`src/rtl/pio_tim_pkg.sv`:
```
package pio_tim_pkg;

    localparam int SET_W      = 3;
    localparam int PW_W       = 5;
    localparam int CT_W       = 6;
    localparam int FIELD_W    = SET_W + PW_W + CT_W;
    localparam int SLAVE_OFS  = 16;
    localparam int NUM_DEV    = 2;
    localparam int CFG_W      = 32;
    localparam int CNT_W      = 7;
    localparam int DATA_W     = 16;
    localparam int ADDR_W     = 3;
    localparam int NUM_CS     = 2;

    // One timing set; packing order mirrors its register bits (LSB = setup)
    typedef struct packed {
        logic [CT_W-1:0]  cycle;
        logic [PW_W-1:0]  pulse;
        logic [SET_W-1:0] setup;
    } tim_set_t;

    typedef enum logic [1:0] {
        PH_IDLE,
        PH_SETUP,
        PH_STROBE,
        PH_RECOV
    } phase_t;

    // Bits of the register that hold real fields; others are reserved
    function automatic logic [CFG_W-1:0] cfg_keep_mask();
        logic [CFG_W-1:0] m;
        m = '0;
        for (int d = 0; d < NUM_DEV; d++) begin
            for (int b = 0; b < FIELD_W; b++) begin
                m[d*SLAVE_OFS + b] = 1'b1;
            end
        end
        return m;
    endfunction

    // A programmed zero still yields one clock
    function automatic logic [CNT_W-1:0] floor_one(input logic [CNT_W-1:0] v);
        return (v == '0) ? CNT_W'(1) : v;
    endfunction

endpackage

```
`src/rtl/pio_tim_regfile.sv`:
```
module pio_tim_regfile
    import pio_tim_pkg::*;
#(
    parameter int REG_W = CFG_W,
    parameter int NDEV  = NUM_DEV
) (
    input  logic                       clk,
    input  logic                       rst,
    input  logic                       we,
    input  logic [REG_W-1:0]           wdata,
    output logic [REG_W-1:0]           rdata,
    output tim_set_t [NDEV-1:0]        dev_sets
);

    localparam logic [REG_W-1:0] KEEP = REG_W'(cfg_keep_mask());

    logic [REG_W-1:0] cfg_q;

    always_ff @(posedge clk) begin
        if (rst) begin
            cfg_q <= '0;
        end else if (we) begin
            cfg_q <= wdata & KEEP;
        end
    end

    assign rdata = cfg_q;

    for (genvar d = 0; d < NDEV; d++) begin : g_set
        assign dev_sets[d] = tim_set_t'(cfg_q[d*SLAVE_OFS +: FIELD_W]);
    end

    // contents change only through a write
    p_hold_r2: assert property (@(posedge clk) disable iff (rst)
        !$past(we) |-> $stable(cfg_q));

endmodule

```
`src/rtl/pio_phase_ctrl.sv`:
```
module pio_phase_ctrl
    import pio_tim_pkg::*;
#(
    parameter int CW = CNT_W
) (
    input  logic      clk,
    input  logic      rst,
    input  logic      start,
    input  tim_set_t  sel_set,
    output phase_t    phase,
    output logic      done,
    output logic      cap
);

    phase_t        phase_q;
    logic [CW-1:0] ph_q;
    logic [CW-1:0] el_q;
    logic [CW-1:0] s_q, p_q, t_q;
    logic          done_q;

    logic [CW-1:0] s_eff, p_eff, t_min, t_eff, c_raw;

    always_comb begin
        s_eff = floor_one(CW'(sel_set.setup));
        p_eff = floor_one(CW'(sel_set.pulse));
        c_raw = CW'(sel_set.cycle);
        t_min = s_eff + p_eff + CW'(1);
        t_eff = (c_raw > t_min) ? c_raw : t_min;
    end

    always_ff @(posedge clk) begin
        if (rst) begin
            phase_q <= PH_IDLE;
            ph_q    <= '0;
            el_q    <= '0;
            s_q     <= '0;
            p_q     <= '0;
            t_q     <= '0;
            done_q  <= 1'b0;
        end else begin
            done_q <= 1'b0;
            unique case (phase_q)
                PH_IDLE: begin
                    if (start) begin
                        s_q     <= s_eff;
                        p_q     <= p_eff;
                        t_q     <= t_eff;
                        ph_q    <= CW'(1);
                        el_q    <= CW'(1);
                        phase_q <= PH_SETUP;
                    end
                end
                PH_SETUP: begin
                    el_q <= el_q + CW'(1);
                    if (ph_q >= s_q) begin
                        ph_q    <= CW'(1);
                        phase_q <= PH_STROBE;
                    end else begin
                        ph_q <= ph_q + CW'(1);
                    end
                end
                PH_STROBE: begin
                    el_q <= el_q + CW'(1);
                    if (ph_q >= p_q) begin
                        ph_q    <= CW'(1);
                        phase_q <= PH_RECOV;
                    end else begin
                        ph_q <= ph_q + CW'(1);
                    end
                end
                PH_RECOV: begin
                    if (el_q >= t_q) begin
                        phase_q <= PH_IDLE;
                        done_q  <= 1'b1;
                    end else begin
                        el_q <= el_q + CW'(1);
                    end
                end
                default: phase_q <= PH_IDLE;
            endcase
        end
    end

    assign phase = phase_q;
    assign done  = done_q;
    assign cap   = (phase_q == PH_STROBE) && (ph_q >= p_q);

    // a strobe phase is always entered from the setup phase
    p_setup_first_r4: assert property (@(posedge clk) disable iff (rst)
        (phase_q == PH_STROBE) && ($past(phase_q) != PH_STROBE)
            |-> $past(phase_q) == PH_SETUP);

    // elapsed count never overruns the captured cycle target
    p_el_bound_r6: assert property (@(posedge clk) disable iff (rst)
        (phase_q != PH_IDLE) |-> (el_q <= t_q));

    // done only ever accompanies the idle phase
    p_done_idle_r6: assert property (@(posedge clk) disable iff (rst)
        done_q |-> (phase_q == PH_IDLE));

endmodule

```
`src/rtl/pio_bus_drive.sv`:
```
module pio_bus_drive
    import pio_tim_pkg::*;
#(
    parameter int DW  = DATA_W,
    parameter int AW  = ADDR_W,
    parameter int NCS = NUM_CS,
    localparam int CSW = (NCS > 1) ? $clog2(NCS) : 1
) (
    input  logic            clk,
    input  logic            rst,
    input  logic            start,
    input  phase_t          phase,
    input  logic            cap,
    input  logic            req_write,
    input  logic [CSW-1:0]  req_csel,
    input  logic [AW-1:0]   req_addr,
    input  logic [DW-1:0]   req_wdata,
    input  logic [DW-1:0]   ata_din,
    output logic [AW-1:0]   ata_addr,
    output logic [NCS-1:0]  ata_cs_n,
    output logic            ata_rd_n,
    output logic            ata_wr_n,
    output logic [DW-1:0]   ata_dout,
    output logic            ata_dout_en,
    output logic [DW-1:0]   rd_data
);

    logic           wr_q;
    logic [CSW-1:0] csel_q;
    logic [AW-1:0]  addr_q;
    logic [DW-1:0]  wd_q;
    logic [DW-1:0]  rd_q;
    logic           active;
    logic           strobing;

    always_ff @(posedge clk) begin
        if (rst) begin
            wr_q   <= 1'b0;
            csel_q <= '0;
            addr_q <= '0;
            wd_q   <= '0;
            rd_q   <= '0;
        end else begin
            if (start) begin
                wr_q   <= req_write;
                csel_q <= req_csel;
                addr_q <= req_addr;
                wd_q   <= req_wdata;
            end
            if (cap && !wr_q) begin
                rd_q <= ata_din;
            end
        end
    end

    assign active   = (phase != PH_IDLE);
    assign strobing = (phase == PH_STROBE);

    assign ata_rd_n    = !(strobing && !wr_q);
    assign ata_wr_n    = !(strobing && wr_q);
    assign ata_addr    = active ? addr_q : '0;
    assign ata_dout_en = active && wr_q;
    assign ata_dout    = ata_dout_en ? wd_q : '0;
    assign rd_data     = rd_q;

    for (genvar c = 0; c < NCS; c++) begin : g_cs
        assign ata_cs_n[c] = !(active && (csel_q == CSW'(c)));
    end

    // strobes are mutually exclusive
    p_strobe_excl_r11: assert property (@(posedge clk) disable iff (rst)
        ata_rd_n || ata_wr_n);

    // nothing is driven while idle
    p_idle_quiet_r11: assert property (@(posedge clk) disable iff (rst)
        !active |-> (ata_rd_n && ata_wr_n && !ata_dout_en));

    // address and selects hold across consecutive busy clocks
    p_addr_stable_r10: assert property (@(posedge clk) disable iff (rst)
        active && $past(active) |-> ($stable(ata_addr) && $stable(ata_cs_n)));

endmodule

```
`src/rtl/pio_strobe_seq.sv`:
```
module pio_strobe_seq
    import pio_tim_pkg::*;
(
    input  logic               clk,
    input  logic               rst,
    input  logic               cfg_we,
    input  logic [CFG_W-1:0]   cfg_wdata,
    output logic [CFG_W-1:0]   cfg_rdata,
    input  logic               req_valid,
    input  logic               req_write,
    input  logic               req_dev,
    input  logic               req_csel,
    input  logic [ADDR_W-1:0]  req_addr,
    input  logic [DATA_W-1:0]  req_wdata,
    output logic               busy,
    output logic               done,
    output logic [DATA_W-1:0]  rd_data,
    output logic [ADDR_W-1:0]  ata_addr,
    output logic [NUM_CS-1:0]  ata_cs_n,
    output logic               ata_rd_n,
    output logic               ata_wr_n,
    output logic [DATA_W-1:0]  ata_dout,
    output logic               ata_dout_en,
    input  logic [DATA_W-1:0]  ata_din
);

    tim_set_t [NUM_DEV-1:0] dev_sets;
    tim_set_t               sel_set;
    phase_t                 phase;
    logic                   start;
    logic                   cap;

    pio_tim_regfile #(.REG_W(CFG_W), .NDEV(NUM_DEV)) u_regs (
        .clk      (clk),
        .rst      (rst),
        .we       (cfg_we),
        .wdata    (cfg_wdata),
        .rdata    (cfg_rdata),
        .dev_sets (dev_sets)
    );

    assign sel_set = dev_sets[req_dev];
    assign busy    = (phase != PH_IDLE);
    assign start   = req_valid && !busy;

    pio_phase_ctrl #(.CW(CNT_W)) u_ctrl (
        .clk     (clk),
        .rst     (rst),
        .start   (start),
        .sel_set (sel_set),
        .phase   (phase),
        .done    (done),
        .cap     (cap)
    );

    pio_bus_drive #(.DW(DATA_W), .AW(ADDR_W), .NCS(NUM_CS)) u_bus (
        .clk         (clk),
        .rst         (rst),
        .start       (start),
        .phase       (phase),
        .cap         (cap),
        .req_write   (req_write),
        .req_csel    (req_csel),
        .req_addr    (req_addr),
        .req_wdata   (req_wdata),
        .ata_din     (ata_din),
        .ata_addr    (ata_addr),
        .ata_cs_n    (ata_cs_n),
        .ata_rd_n    (ata_rd_n),
        .ata_wr_n    (ata_wr_n),
        .ata_dout    (ata_dout),
        .ata_dout_en (ata_dout_en),
        .rd_data     (rd_data)
    );

    // done is a single-clock pulse
    p_done_pulse_r6: assert property (@(posedge clk) disable iff (rst)
        done |=> !done);

    // busy only ends together with done
    p_busy_fall_r6: assert property (@(posedge clk) disable iff (rst)
        $fell(busy) |-> done);

endmodule

```
`config.mk`:
```
export PLATFORM = sky130hd
export DESIGN_NAME = pio_strobe_seq
export DESIGN_NICKNAME = d
export VERILOG_FILES = /design/src/rtl/pio_tim_pkg.sv /design/src/rtl/pio_tim_regfile.sv /design/src/rtl/pio_phase_ctrl.sv /design/src/rtl/pio_bus_drive.sv /design/src/rtl/pio_strobe_seq.sv
export SDC_FILE = /design/constraint.sdc
export NUM_CORES = 1
export LEC_CHECK = 0
export ABC_AREA = 0
export BUFFER_PORTS_ARGS = -buffer_cell sky130_fd_sc_hd__buf_2
export CAP_MARGIN = 10
export CORE_ASPECT_RATIO = 0.6
export CORE_UTILIZATION = 40
export DETAILED_ROUTE_END_ITERATION = 16
export GPL_ROUTABILITY_DRIVEN = 0
export GPL_TIMING_DRIVEN = 0
export PLACE_DENSITY = 0.65
export SYNTH_ARGS = -nofsm -noshare
export SYNTH_HDL_FRONTEND = slang
export SYNTH_SLANG_ARGS = --single-unit
```
`constraint.sdc`:
```
create_clock -name clk -period 10.2 [get_ports clk]
set_input_delay 1.53 -clock clk [delete_from_list [all_inputs] [get_ports clk]]
set_output_delay 1.53 -clock clk [all_outputs]
set_load 0.05 [all_outputs]
```
# Word-level counts from Yosys, hierarchy flattened
# Index checks and enable logic that the tools add are counted.
# totals
input_bits,74
regBits,103
output_inout_bits,74
elab_cells,76
# op_classes
n_reduce_logical,25
addsub,4
n_eq_ne,8
bitwise,2
n_mux,19
n_lt_le_gt_ge,5
# op_table
cell,count
case mux 7 bit (3 select lines),2
two-way mux 7 bit,5
two-way mux 14 bit,2
adder 7 x 1 -> 7 bit (second input constant),3
greater-or-equal comparator 7 bit,3
two-way mux 16 bit,1
logical AND 1 bit,8
two-way mux 2 bit,4
case mux 2 bit (4 select lines),1
adder 7 bit,1
> comparator 6 x 7 -> 1 bit,1
zero test 1 bit,6
two-way mux 3 bit,2
inequality test 2 bit (second input constant),3
AND reduction 2 bit,3
zero test 5 bit,1
two-way mux 5 bit,1
equality test 2 bit (second input constant),2
inequality test 2 x 1 -> 1 bit (second input constant),2
AND reduction 4 bit,1
OR reduction 2 bit,2
zero test 3 bit,1
nonzero test 3 bit,1
equality test 2 x 1 -> 1 bit (second input constant),1
other kinds (5),6

# Logic depth before layout (Yosys ltp)
# Gate-level depths: netlist of the first run.
# depth
word_depth,8
depth_mapped,18
mapped_depth_nobuf,15

# By module
# Synthesis of the first run repeated with hierarchy kept, for this count alone.
# unflattened
cells_unflattened,552
hier_area_um2,5262.5
# by_module_without_submodules
module,cells_each,area_per_inst_um2,instances,seq_area_each_um2
pio_phase_ctrl,246,2118.3,1,620.6
pio_bus_drive,166,1705.4,1,740.7
pio_tim_regfile,123,1256.2,1,560.5
pio_strobe_seq,17,182.7,1,0.0

# Worst setup path before layout of the first run
# Ideal clock, no wire load.
# synth_timing
path_type,input to register
startpoint,in req_dev
endpoint,reg u_ctrl.t_q[3]
path_stages,17
setup_ps,126
path_slack_ps,5357
n_path_buf,3
arrival_ps,4717
t_required_ps,10074
path_cell_list,clkbuf_1 -> buf_2 -> mux2i_1 -> a41oi_1 -> ha_1 -> fa_1 -> inv_1 -> a21oi_1 -> nor2_1 -> xor2_1 -> ha_1 -> a21o_1 -> a211oi_1 -> nor2_1 -> clkbuf_1 -> a32oi_1 -> o31ai_1
# synth_via
elab_chain_len,8
elab_cells_between_ends,10
cone_classes,add/sub (2); order compare (1); mux (5); reduce/logical (2)
# synth_lines
item,line,source
from (decl),pio_strobe_seq.sv:11,"input logic req_dev,"
two-way mux 14 bit (implied by the code) (*) (2 in series),pio_strobe_seq.sv:42,assign sel_set = dev_sets[req_dev];
zero test 5 bit or zero test 3 bit (tied branches),pio_tim_pkg.sv:43,return (v == '0) ? CNT_W'(1) : v;
two-way mux 5 bit or two-way mux 3 bit (tied branches),pio_tim_pkg.sv:43,
adder 7 bit,pio_phase_ctrl.sv:27,t_min = s_eff + p_eff + CW'(1);
adder 7 x 1 -> 7 bit,pio_phase_ctrl.sv:27,
> comparator 6 x 7 -> 1 bit,pio_phase_ctrl.sv:28,t_eff = (c_raw > t_min) ? c_raw : t_min;
two-way mux 7 bit (*),pio_phase_ctrl.sv:28,
to (signal assigned),pio_phase_ctrl.sv:47,t_q <= t_eff;
to (decl),pio_phase_ctrl.sv:18,"logic [CW-1:0] s_q, p_q, t_q;"
# Every way passes the cells marked *; elsewhere a longest branch is shown, timed or not. The select of a mux whose other input is x is not followed.
# A chain may end at the register's enable or synchronous reset.

# Worst setup path after layout of the first run
# Same ends and word-level chain as after synthesis.

==> reports/qor.yml, run 1 <==
status:
  status: "finished clean"
yosys:
  yosys.area.top_type: "dfxtp_1"
  synthTopCellsByArea: "dfxtp_1 42%, mux2i_1 12%, ha_1 8.0%, nor2_1 4.8%, a22o_1 4.2%"
  synth_ff_type: "dfxtp_1"
  syn_area_sq_mm: 0.00455
  yosysWarnings: 0
  avgSynthCellArea_sq_um: 9.50
  synth_top_cell_area_share: 0.422
  synth-async-reset-ratio: 0
  yosysUniqueCellTypes: 56
  synth-edff-count: 0
  synth-seq-area-share: 0.422
  ys_ff_latch: 96
  synth_cells: 479
cells_and_area:
  layout.nets: 733
  drive_above_1_share: 0.279
  num_antenna_cells: 0
  final_cell_mix: "140 x buf_2, 96 x dfxtp_1, 58 x nor2_1, 53 x mux2i_1, 29 x ha_1"
  syn2layout_area_growth_pct: 26.8
  final_common_cell: "buf_2"
  design_area_sq_mm: 0.00577
placement:
  hpwl_mm: 9.24
  port-buffer-count: 136
  placed_cell_area_sq_mm: 0.00542
global_route:
  grt_pass1_vias: 3860
  grt_max_degree: 17
  grt-ovfl-total: 0
  grt_usage: 0.205
  grt_first_pass_wirelength_mm: 19.1
  antenna_found_initial: 0
critical_path:
  path_class: "input port to flip-flop"
  critPathCaptureType: "flip-flop"
  crit_path_max_fanout: 10
  start_kind: "input port"
  critPathRequiredTime_ps: 10420
  crit_arrival_ps: 5430
  critPathMaxStageDelay_ps: 400
  crit_chain: "clkbuf_1 -> buf_2 -> mux2i_1 -> a41oi_1 -> ha_1 -> fa_1 -> inv_1 -> a21oi_1 -> nor2_1 -> xor2_1 -> ha_1 -> a21o_1 -> a211oi_1 -> nor2_1 -> clkbuf_1 -> a32oi_1 -> o31ai_1"
  slowest_stage: "fa_1"
drt:
  first_iter_violations: 196
  ant_nets: 0
  vias: 3981
  dr.pass1.iters: 4
  routed_wl_mm: 11.8
  viasPerCell: 5.15
  wl_per_cell_microns: 15.3
  remaining_drc_errors: 0
clocking:
  cts_setup_buffers: 0
  clockBufferDepth: 2
  hold_buffers: 0
  clk_pin_slew_ps: 70
  cts_tree: "done"
  clk_latency_ps: 350
  cts-root-buf: "clkbuf_16"
  cts.sinks: 96
  htree_levels: 3
  cts_resized: 0
  cts_made_buffers: 9
sta:
  max_freq_mhz: 192
  slew_headroom: 0.448
  final.period_utilization: 0.511
  worstMarginPinSlew_ps: 829
  setup_viol: 0
  skew_ps: 5.94
  rsz0062_at_grt: "false"
  hold_viol: 0
  slew_viol_final: 0
  period_needed_ps: 5210
  setup-tns-final_ps: 0
floorplan:
  dieArea_sq_mm: 0.0118
  fp.dieH_microns: 84.6
  core_area_sq_mm: 0.0108
  boundaryPins: 148
  die_x_microns: 140
  num_rows: 29
  initial_core_util: 0.421
power:
  seq_power_share: 0.351
  switchingPower_w: 0.000489
  power.internal_w: 0.000823
  vdd_drop_max_mv: 0.114
  leakage_nw: 2.85
  p_clk_frac: 0.304
  pwr-share-comb: 0.345
  switching_share: 0.373
  power_density_mw_per_mm2: 227
run:
  max-cap-violations: 0
min_path:
  hold_class: "flip-flop to flip-flop"
==> power groups by stage <==
stage	Clock [W]	Sequential [W]	Combinational, W
6_report	0.000399	0.000460	0.000452
2_1_floorplan	0	0.000524	0.000276
5_1_grt	0.000421	0.000467	0.000494
3_5_place_dp	0	0.000467	0.000449
4_1_cts	0.000405	0.000460	0.000452
3_3_place_gp	0	0.000465	0.000439
==> routing by layer <==
metal	GRT usage	part of all wire	vias up
met2	0.311	0.44	77
met3	0.0468	0.043	11
met5	0	0	-
met1	0.288	0.51	1914
met4	0.0629	0.011	0
li1	-	-	1979
==> layout make-up <==
class / instances / area, sq um
plain buffers: 28 / 136
clock buffers: 10 / 239
clock inverters: 6 / 115
fillers: 1018 / 5040
inverters: 26 / 97.6
multi-input cells: 332 / 2400
flip-flops and latches: 96 / 1920
well taps: 139 / 174
repair buffers: 136 / 681
==> final timing paths <==
path | to | start | cells past startpoint | slack, ps
worst max-delay path | u_ctrl.t_q[3] | req_dev | 17 | 4990
worst min-delay path | u_ctrl.p_q[2] | u_ctrl.p_q[2] | 2 | 460
worst max register to register | u_ctrl.t_q[3] | u_regs.rdata[20] | 15 | 6540
worst min register to register | u_ctrl.p_q[2] | u_ctrl.p_q[2] | 2 | 460
==> Yosys cell counts, types with 2 or more instances <==
cell	instances
buf_4	5
inv_1	25
buf_1	3
a21oi_1	16
o32ai_1	4
nand2b_1	7
and2_1	16
o31ai_1	3
a22o_1	22
nor2b_1	8
o21ai_1	3
nand4_1	2
a211oi_1	5
dfxtp_1	96
nor3b_1	2
buf_2	4
nand3b_1	2
mux2i_1	53
a31oi_1	4
nor2_1	58
o21ai_0	13
xor2_1	3
nand2_1	23
mux2_2	5
o311ai_1	4
ha_1	29
or2_2	3
clkbuf_1	15
a21o_1	3
nor3_1	5
or3_1	3
nand3_1	11
==> state kept, by name, indices dropped and copies added, names as in the netlist <==
register       count
u_regs.rdata      28
u_bus.rd_data     16
u_bus.wd_q        16
u_ctrl.el_q        7
u_ctrl.ph_q        7
u_ctrl.t_q         6
u_ctrl.p_q         5
u_bus.addr_q       3
u_ctrl.s_q         3
u_ctrl.phase       2
u_bus.csel_q       1
u_bus.wr_q         1
u_ctrl.done        1
==> critical path: cells and delay by family <==
| family | cells | cell delay, ps |
|---|---|---|
| and+or+nand+nor | 2 | 210 |
| AOI/OAI and AO/OA | 6 | 1050 |
| adders and majority gates | 3 | 980 |
| xor gates and xnor gates | 1 | 240 |
| buffers and inverters | 4 | 1030 |
| muxes | 1 | 390 |
==> per-stage QoR <==
stage,utilization,worst slack [ps],instances,power (W),hold slack (ps)
floorplan,-,5360,482,0.000800,425
global placement,0.501,4750,757,0.000903,441
detailed placement,0.501,4690,757,0.000916,448
CTS,0.534,5040,773,0.00132,464
global route,0.534,4690,773,0.00138,484
finish,0.534,4990,773,0.00131,459
==> logic make-up (layout without fill, tap and decap cells) <==
kind of cell	Yosys count	in the layout	synth area share
xor gates and xnor gates	4	4	0.00770
other	1	4	0.000824
AOI/OAI and AO/OA	88	88	0.141
DFF	96	96	0.422
and+or+nand+nor	147	147	0.161
adders and majority gates	30	30	0.0842
muxes	59	59	0.131
buffers and inverters	54	206	0.0514
Power figures use the tool's default switching activity.
==> run 2, diff against run 1 <==
--- a/config.mk
+++ b/config.mk
@@ -13,7 +13,7 @@
 export DETAILED_ROUTE_END_ITERATION = 16
 export GPL_ROUTABILITY_DRIVEN = 0
 export GPL_TIMING_DRIVEN = 0
-export PLACE_DENSITY = 0.65
+export PLACE_DENSITY = 0.68
 export SYNTH_ARGS = -nofsm -noshare
 export SYNTH_HDL_FRONTEND = slang
 export SYNTH_SLANG_ARGS = --single-unit
==> constraint.sdc (replaced) <==
create_clock -name clk -period 4.4 [get_ports clk]
set_input_delay 0.66 -clock clk [delete_from_list [all_inputs] [get_ports clk]]
set_output_delay 0.66 -clock clk [all_outputs]
set_load 0.05 [all_outputs]
==> reports/qor.yml, run 2 (synthesized netlist as in run 1, its figures left out) <==
cells_and_area:
  multi_input_area_sq_mm: 0.00241
  drive_above_1_share: 0.282
  num-fill-cells: 1008
  num_antenna_cells: 0
  register_area_sq_mm: 0.00192
  syn2layout_area_growth_pct: 25.5
  layout.nets: 733
  largest_reg_flops: 28
  final_cell_mix: "139 x buf_2, 96 x dfxtp_1, 58 x nor2_1, 52 x mux2i_1, 29 x ha_1"
  final_common_cell: "buf_2"
critical_path:
  critPathMaxStageDelay_ps: 410
  path_class: "input port to flip-flop"
  slowest_stage: "fa_1"
  start_kind: "input port"
  crit_path_max_fanout: 10
  critPathCaptureType: "flip-flop"
  crit_chain: "clkbuf_2 -> clkbuf_4 -> mux2i_2 -> a41oi_1 -> ha_1 -> fa_1 -> inv_1 -> a21oi_1 -> nor2_1 -> xor2_1 -> ha_1 -> a21o_1 -> a211oi_1 -> nor2_1 -> clkbuf_1 -> a32oi_1 -> o31ai_1"
  critPathRequiredTime_ps: 4620
  crit_arrival_ps: 4320
sta:
  period_needed_ps: 4100
  slew_viol_final: 0
  max_freq_mhz: 244
  hold_viol: 0
  final.period_utilization: 0.933
  skew_ps: 7.84
  slew_headroom: 0.451
  rsz0062_at_grt: "false"
  fin_hold_ws_ps: 460
  setup_viol: 0
  worstMarginPinSlew_ps: 824
power:
  p_total_w: 0.00286
  seq_power_share: 0.372
  leakage_nw: 2.82
  pwr-share-comb: 0.364
  power_density_mw_per_mm2: 502
  switching_share: 0.397
  switchingPower_w: 0.00114
  power.internal_w: 0.00173
  vdd_drop_max_mv: 0.213
  p_clk_frac: 0.263
floorplan:
  initial_core_util: 0.421
  fp.dieH_microns: 84.6
  core_area_sq_mm: 0.0108
  num_rows: 29
  dieArea_sq_mm: 0.0118
  boundaryPins: 148
  die_x_microns: 140
drt:
  routed_wl_mm: 11.6
  viasPerCell: 5.19
  vias: 4011
  wl_per_cell_microns: 15.0
  first_iter_violations: 206
  ant_nets: 0
  dr.pass1.iters: 5
  remaining_drc_errors: 0
clocking:
  hold_buffers: 0
  clk_pin_slew_ps: 70
  cts_tree: "done"
  cts_made_buffers: 9
  cts.sinks: 96
  cts-root-buf: "clkbuf_16"
  clockBufferDepth: 2
  htree_levels: 3
  clk_latency_ps: 350
placement:
  hpwl_mm: 9.21
  port-buffer-count: 136
global_route:
  antenna_found_initial: 0
  grt_usage: 0.206
  grt_pass1_vias: 4007
  grt_first_pass_wirelength_mm: 19.5
  grt_max_degree: 19
  grt-ovfl-total: 0
status:
  status: "finished clean"
run:
  max-cap-violations: 0
min_path:
  hold_class: "flip-flop to flip-flop"
[run 2: repair_timing]
item,4_1_cts,5_1_grt
gates resized for setup,0,4
setup endpoints to repair,0,6
setup buffers,0,0
[run 2: per-layer routing]
layer / GRT usage / part of all wire / vias up
li1: - / - / 1982
met1: 0.288 / 0.51 / 1931
met2: 0.323 / 0.44 / 86
met3: 0.0439 / 0.044 / 12
met4: 0.0519 / 0.0091 / 0
met5: 0 / 0 / -
[run 2: cell type report]
class / instances / area share
Tap cell: 139 / 0.0305
Inverter: 26 / 0.0171
Clock inverter: 7 / 0.0105
Timing Repair Buffer: 136 / 0.119
Buffer: 28 / 0.0246
Sequential cell: 96 / 0.337
Multi-Input combinational cell: 332 / 0.422
Clock buffer: 9 / 0.0395
[run 2: power by group through the flow]
stage                     combinational (W)  sequential, W  clock [W]
after floorplan                    0.000640        0.00121          0
after global placement              0.00101        0.00108          0
after CTS                           0.00104        0.00106   0.000773
after global routing                0.00114        0.00108   0.000809
final                               0.00104        0.00107   0.000754
after detailed placement            0.00104        0.00108          0
[run 2: per-stage QoR]
| step | TNS (ps) | utilization | worst slack (ps) | cell area [sq um] | cells |
|---|---|---|---|---|---|
| detailed placement | -1500 | 0.501 | -360 | 5420 | 757 |
| CTS | 0 | 0.527 | 16.6 | 5700 | 773 |
| global route | 0 | 0.528 | 2.85 | 5710 | 773 |
| floorplan | 0 | - | 427 | 4560 | 482 |
| global placement | -484 | 0.501 | -167 | 5420 | 757 |
| finish | 0 | 0.528 | 297 | 5710 | 773 |
[run 2: final timing paths]
path	startpoint	endpoint	slack (ps)	cells after the start
setup / recovery	req_dev	u_ctrl.t_q[3]	300	17
hold / removal	u_ctrl.s_q[1]	u_ctrl.s_q[1]	460	2
setup reg to reg	u_regs.rdata[20]	u_ctrl.t_q[3]	710	15
hold reg to reg	u_ctrl.s_q[1]	u_ctrl.s_q[1]	460	2
[run 2: worst max-delay path: cells and delay by family]
family | cells | cell delay [ps]
compound gates | 6 | 1020
xor+xnor | 1 | 240
fa+ha+maj | 3 | 990
buf+inv | 4 | 830
mux | 1 | 350
simple gates | 2 | 220
